--- src/rtl/gf_mul_pkg.sv ---
package gf_mul_pkg;
  typedef enum logic [1:0] {
    OP_MUL  = 2'b00,
    OP_ADD  = 2'b01,
    OP_RSV2 = 2'b10,
    OP_RSV3 = 2'b11
  } gf_op_e;

  typedef enum logic [1:0] {
    ST_IDLE = 2'b00,
    ST_RUN  = 2'b01,
    ST_HOLD = 2'b10
  } gf_state_e;
endpackage

--- src/rtl/gf_deg_decode.sv ---
module gf_deg_decode #(
  parameter int MAX_M = 8,
  parameter int DEG_W = 5,
  parameter int CNT_W = $clog2(MAX_M + 1)
) (
  input  logic [DEG_W-1:0] deg_i,
  output logic [CNT_W-1:0] eff_o,
  output logic [MAX_M-1:0] mask_o
);
  always_comb begin
    if (32'(deg_i) > MAX_M) eff_o = CNT_W'(MAX_M);
    else                    eff_o = CNT_W'(deg_i);
  end

  for (genvar g = 0; g < MAX_M; g++) begin : g_mask
    assign mask_o[g] = (32'(eff_o) > g);
  end
endmodule

--- src/rtl/gf_shift_step.sv ---
module gf_shift_step #(
  parameter int W     = 8,
  parameter int CNT_W = $clog2(W + 1)
) (
  input  logic [W-1:0]     acc_i,
  input  logic [W-1:0]     addend_i,
  input  logic [W-1:0]     fold_i,
  input  logic [W-1:0]     mask_i,
  input  logic [CNT_W-1:0] deg_i,
  input  logic             bit_i,
  output logic [W-1:0]     acc_o
);
  logic [W:0]   doubled;
  logic [W:0]   probe;
  logic [W-1:0] reduced;

  always_comb begin
    doubled = {acc_i, 1'b0};
    probe   = doubled >> deg_i;
    reduced = doubled[W-1:0] & mask_i;
    if (probe[0]) reduced = reduced ^ fold_i;
    acc_o = bit_i ? (reduced ^ addend_i) : reduced;
  end
endmodule

--- src/rtl/gf_mul_unit.sv ---
module gf_mul_unit #(
  parameter int MAX_M = 8,
  parameter int DEG_W = 5
) (
  input  logic             clk,
  input  logic             rst_n,
  input  logic             in_valid,
  output logic             in_ready,
  input  logic [1:0]       in_op,
  input  logic [MAX_M-1:0] in_a,
  input  logic [MAX_M-1:0] in_b,
  input  logic [MAX_M:0]   in_poly,
  input  logic [DEG_W-1:0] in_deg,
  output logic             out_valid,
  input  logic             out_ready,
  output logic [MAX_M-1:0] out_data
);
  import gf_mul_pkg::*;

  localparam int CNT_W = $clog2(MAX_M + 1);

  gf_state_e        state_q;
  logic [MAX_M-1:0] a_q, b_q, fold_q, mask_q, acc_q;
  logic [CNT_W-1:0] deg_q, cnt_q;

  logic [CNT_W-1:0] eff_deg;
  logic [MAX_M-1:0] eff_mask;
  logic [MAX_M-1:0] a_in_m, b_in_m;
  logic [MAX_M-1:0] step_acc;
  logic [CNT_W-1:0] bit_idx;
  logic [MAX_M-1:0] b_shifted;
  logic             take;
  gf_op_e           op_in;

  gf_deg_decode #(.MAX_M(MAX_M), .DEG_W(DEG_W), .CNT_W(CNT_W)) u_dec (
    .deg_i  (in_deg),
    .eff_o  (eff_deg),
    .mask_o (eff_mask)
  );

  assign a_in_m    = in_a & eff_mask;
  assign b_in_m    = in_b & eff_mask;
  assign op_in     = gf_op_e'(in_op);
  assign in_ready  = (state_q == ST_IDLE);
  assign out_valid = (state_q == ST_HOLD);
  assign out_data  = acc_q;
  assign take      = in_valid && in_ready;

  assign bit_idx   = cnt_q - 1'b1;
  assign b_shifted = b_q >> bit_idx;

  gf_shift_step #(.W(MAX_M), .CNT_W(CNT_W)) u_step (
    .acc_i    (acc_q),
    .addend_i (a_q),
    .fold_i   (fold_q),
    .mask_i   (mask_q),
    .deg_i    (deg_q),
    .bit_i    (b_shifted[0]),
    .acc_o    (step_acc)
  );

  always_ff @(posedge clk) begin
    if (!rst_n) begin
      state_q <= ST_IDLE;
      a_q     <= '0;
      b_q     <= '0;
      fold_q  <= '0;
      mask_q  <= '0;
      acc_q   <= '0;
      deg_q   <= '0;
      cnt_q   <= '0;
    end else begin
      unique case (state_q)
        ST_IDLE: begin
          if (take) begin
            a_q    <= a_in_m;
            b_q    <= b_in_m;
            fold_q <= in_poly[MAX_M-1:0] & eff_mask;
            mask_q <= eff_mask;
            deg_q  <= eff_deg;
            cnt_q  <= eff_deg;
            if (op_in == OP_MUL && eff_deg != '0) begin
              acc_q   <= '0;
              state_q <= ST_RUN;
            end else begin
              acc_q   <= (op_in == OP_ADD) ? (a_in_m ^ b_in_m) : '0;
              state_q <= ST_HOLD;
            end
          end
        end
        ST_RUN: begin
          acc_q <= step_acc;
          cnt_q <= cnt_q - 1'b1;
          if (cnt_q == CNT_W'(1)) state_q <= ST_HOLD;
        end
        ST_HOLD: begin
          if (out_ready) state_q <= ST_IDLE;
        end
        default: state_q <= ST_IDLE;
      endcase
    end
  end


  ready_excl_chk: assert property (@(posedge clk) disable iff (!rst_n)
    !(in_ready && out_valid));


  accept_drop_chk: assert property (@(posedge clk) disable iff (!rst_n)
    (in_valid && in_ready) |=> !in_ready);


  hold_stable_chk: assert property (@(posedge clk) disable iff (!rst_n)
    (out_valid && !out_ready) |=> (out_valid && $stable(out_data)));


  run_count_chk: assert property (@(posedge clk) disable iff (!rst_n)
    (state_q == ST_RUN && cnt_q > CNT_W'(1)) |=>
      (state_q == ST_RUN && cnt_q == $past(cnt_q) - 1'b1));


  result_range_chk: assert property (@(posedge clk) disable iff (!rst_n)
    out_valid |-> ((out_data & ~mask_q) == '0));
endmodule

--- config.mk ---
export PLATFORM = sky130hd
export DESIGN_NAME = gf_mul_unit
export DESIGN_NICKNAME = d
export VERILOG_FILES = /design/src/rtl/gf_mul_pkg.sv /design/src/rtl/gf_deg_decode.sv /design/src/rtl/gf_shift_step.sv /design/src/rtl/gf_mul_unit.sv
export SDC_FILE = /design/constraint.sdc
export NUM_CORES = 1
export LEC_CHECK = 0
export ABC_CLOCK_PERIOD_IN_PS = 2700
export BUFFER_PORTS_ARGS = -buffer_cell sky130_fd_sc_hd__buf_2
export CELL_PAD_IN_SITES_DETAIL_PLACEMENT = 2
export CELL_PAD_IN_SITES_GLOBAL_PLACEMENT = 2
export CORE_UTILIZATION = 33
export CTS_CLUSTER_SIZE = 40
export DETAILED_ROUTE_END_ITERATION = 12
export PLACE_DENSITY = 0.92
export SYNTH_ARGS = -nofsm -noshare
export SYNTH_HDL_FRONTEND = slang
export SYNTH_SLANG_ARGS = --single-unit
--- constraint.sdc ---
create_clock -name clk -period 2.7 [get_ports clk]
set_input_delay 0.54 -clock clk [delete_from_list [all_inputs] [get_ports clk]]
set_output_delay 0.54 -clock clk [all_outputs]
set_load 0.05 [all_outputs]
==> out/metrics.csv <==
stage,metric,value,unit
critical_path,Worst EP required,2.94,ns
synth,syn avg cell area,8.45,um2
floorplan,die height,89.5,um
synth,Post-Synth Adder-Cell Area,0.990,%
sta,final setup TNS,0,ns
drt,Routed Antenna Nets,0,
synth,"Distinct cells, synth",47,
grt,vias in the first global route,2757,
drt,DR vias,2509,
critical_path,worst-path cell chain,"inv_1, ha_1, mux4_2, nand4_2, a21boi_0, xor3_1, o22ai_1",
floorplan,io pins,46,
clock_network,"Clk Latency, worst-skew pair",0.31,ns
sta,Min Hold Slack,0.460,ns
drt,DRT Wirelength,9110,um
clock_network,CTS tree,built,
clock_network,TritonCTS Buffers,5,
grt,first-pass GRT wire length,14700,um
sta,max frequency,420,MHz
critical_path,Slowest cell on crit path,dfxtp_1,
sta,fin crit period,2.38,ns
floorplan,Initial Util,34.5,%
synth,Compound-Gate Fraction of Synth Area,24.9,%
critical_path,CP Data Arrival Time,2.62,ns
floorplan,Die X,89.5,um
floorplan,row count,31,
grt,initial antenna violation count,0,
synth,Post-synth EDFFs,0,
clock_network,# hold bufs at CTS,0,
pwr,leakage,1.18,nW
clock_network,H-Tree Depth,2,
synth,"Seq/Total Area, Yosys",38.0,%
pwr,Power Total,1.61,mW
critical_path,crit path capture type,register,
drt,1st-pass router iterations,4,
clock_network,Post-CTS Setup Bufs,0,
sta,worst-margin pin slew,0.530,ns
synth,ys flop type,dfxtp_1,
sta,RSZ-0062 raised after global routing,false,
run,max_cap viols,0,
pwr,PwrDens,545,nW/um2
sta,crit share post-route,88.1,%
synth,simple logic cell fraction of the synthesized area,19.9,%
synth,most frequent cell after synthesis,dfxtp_1,
cells_and_area,Util after Layout,40.4,%
place,post-DP HPWL,6610,um
pwr,VDD IR max,0.206,mV
critical_path,crit-path max FO,8,
outcome,status,completed,
cells_and_area,# diodes,0,
clock_network,# clock sinks,48,
cells_and_area,Filler Cells Inserted,849,
drt,WL/cell,20.6,um
synth,mux share of post-synthesis cell area,3.42,%
floorplan,core area,7330,um2
critical_path,kind of critical path,reg2reg,
synth,synthesized flop and latch total,48,
grt,largest net degree at the start of global routing,33,
synth,syn_nets,337,
drt,Iter 0 DRT Violations,88,
critical_path,crit start category,register,
synth,Synth Area in XOR/XNOR,9.46,%
clock_network,CTS Buffer Depth,2,
synth,largest cells by area after synthesis,"dfxtp_1, a21oi_1, nand2_1",
grt,total gr overflow,0,
sta,final setup fails,0,
cells_and_area,Synth-to-Final Area Change,17.2,%
drt,Via density,5.69,
synth,asr flop ratio synth,0,%
synth,Ys Warns,0,
synth,largest family of logic cells by synthesized area,compound AO/OA/AOI/OAI gates,
clock_network,Worst-path clk slew,0.10,ns
grt,GRT Resource Usage Total,25.0,%
cells_and_area,# nets final,379,
drt,DR DRC count,0,
synth,top-area cell type share of the netlist area,38.0,%
clock_network,clock root buffer,clkbuf_8,
place,number of port buffers,44,
synth,Post-Syn Instances,299,
cells_and_area,layout cells sized above 1,19.9,%
sta,clock skew,0.0106,ns
critical_path,CP peak stage delay,0.52,ns
sta,Final Hold Vio Count,0,
synth,Synth area leader,dfxtp_1,
synth,"top cells by count, synth","dfxtp_1, nand2_1, a21oi_1, nor2_1, nand3_1",
floorplan,die area,8010,um2
clock_network,Post-CTS Resized,0,
sta,max_slew headroom,64.6,%
sta,Final Max Tran Viols,0,
worst_hold_path,Hold Path Class,reg2reg,
place,routability-driven placement congestion ratio,0.806,
synth,mapped cell area,2530,um2
## per-layer routing
layer | wire length, um | GRT usage [%]
met1 | 3930 | 30.4
met3 | 350 | 2.95
met5 | 0 | 0
met4 | 68 | 6.35
met2 | 4760 | 46.6
## worst max-delay path: cells and delay by family (launching register included)
| family | cells | cell delay, ns |
|---|---|---|
| flip-flops | 1 | 0.52 |
| AO/OA/AOI/OAI | 2 | 0.51 |
| buffers and inverters | 1 | 0.14 |
| adder cells (fa/ha/maj) | 1 | 0.38 |
| XOR/XNOR | 1 | 0.28 |
| AND/OR/NAND/NOR | 1 | 0.23 |
| multiplexers | 1 | 0.26 |
## registers in the layout, summed over array words and instances (netlist names)
name	cells
fold_q	8
deg_q	3
b_q	8
a_q	8
mask_q	7
state_q	2
out_data	8
cnt_q	4
## through the flow
stage | cell area [um2] | cells | setup WS, ns
global placement | 2870 | 433 | 0.536
CTS | 2960 | 441 | 0.315
detailed placement | 2870 | 433 | 0.365
global route | 2960 | 441 | 0.132
floorplan | 2530 | 299 | 0.678
finish | 2960 | 441 | 0.321
## final timing paths
path | startpoint | end | slack (ns) | cells after the start
setup / recovery | cnt_q[0] | out_data[3] | 0.32 | 7
hold / removal | a_q[2] | a_q[2] | 0.46 | 2
setup reg to reg | cnt_q[0] | out_data[3] | 0.32 | 7
hold reg to reg | a_q[2] | a_q[2] | 0.46 | 2
## final cells by class
cell class	instances	area [um2]	share of cell area, %
multi-input combinational	228	1480	50.0
sequential	48	961	32.4
timing repair buffer	52	280	9.46
tap	99	124	4.18
clock buffer	7	86.3	2.92
inverter	6	22.5	0.760
clock inverter	1	7.51	0.253
## where the power goes
part           switching [mW]  internal (mW)
clock                   0.265          0.209
sequential             0.0473          0.755
combinational           0.213          0.123
total                   0.526           1.09
## cell families after synthesis
kind of cell	after synthesis
fa+ha+maj	2
xor+xnor	17
mux	4
buf+inv	23
flops	48
simple gates	109
compound gates	96
## layout by cell type (no fill, tap or decap), types with 2 or more instances in the layout
| cell type | netlist | routed |
|---|---|---|
| inv_1 | 5 | 5 |
| o22ai_1 | 5 | 5 |
| o221ai_1 | 2 | 2 |
| ha_1 | 2 | 2 |
| nand4_2 | 2 | 2 |
| a32oi_1 | 4 | 4 |
| clkbuf_8 | 0 | 6 |
| and2_1 | 2 | 2 |
| a221oi_1 | 2 | 2 |
| o21ai_0 | 12 | 12 |
| nand2_1 | 39 | 39 |
| a211oi_1 | 3 | 3 |
| nand3_1 | 19 | 19 |
| a21oi_1 | 38 | 38 |
| buf_2 | 0 | 44 |
| dfxtp_1 | 48 | 48 |
| nor3_1 | 4 | 4 |
| mux4_2 | 2 | 2 |
| a21boi_0 | 6 | 6 |
| xor3_1 | 6 | 6 |
| xnor2_1 | 5 | 5 |
| a22oi_1 | 11 | 11 |
| buf_4 | 0 | 8 |
| a31oi_1 | 3 | 3 |
| xor2_1 | 6 | 6 |
| nand2b_1 | 2 | 2 |
| nor2_1 | 33 | 33 |
(Power assumes the default switching activity.)
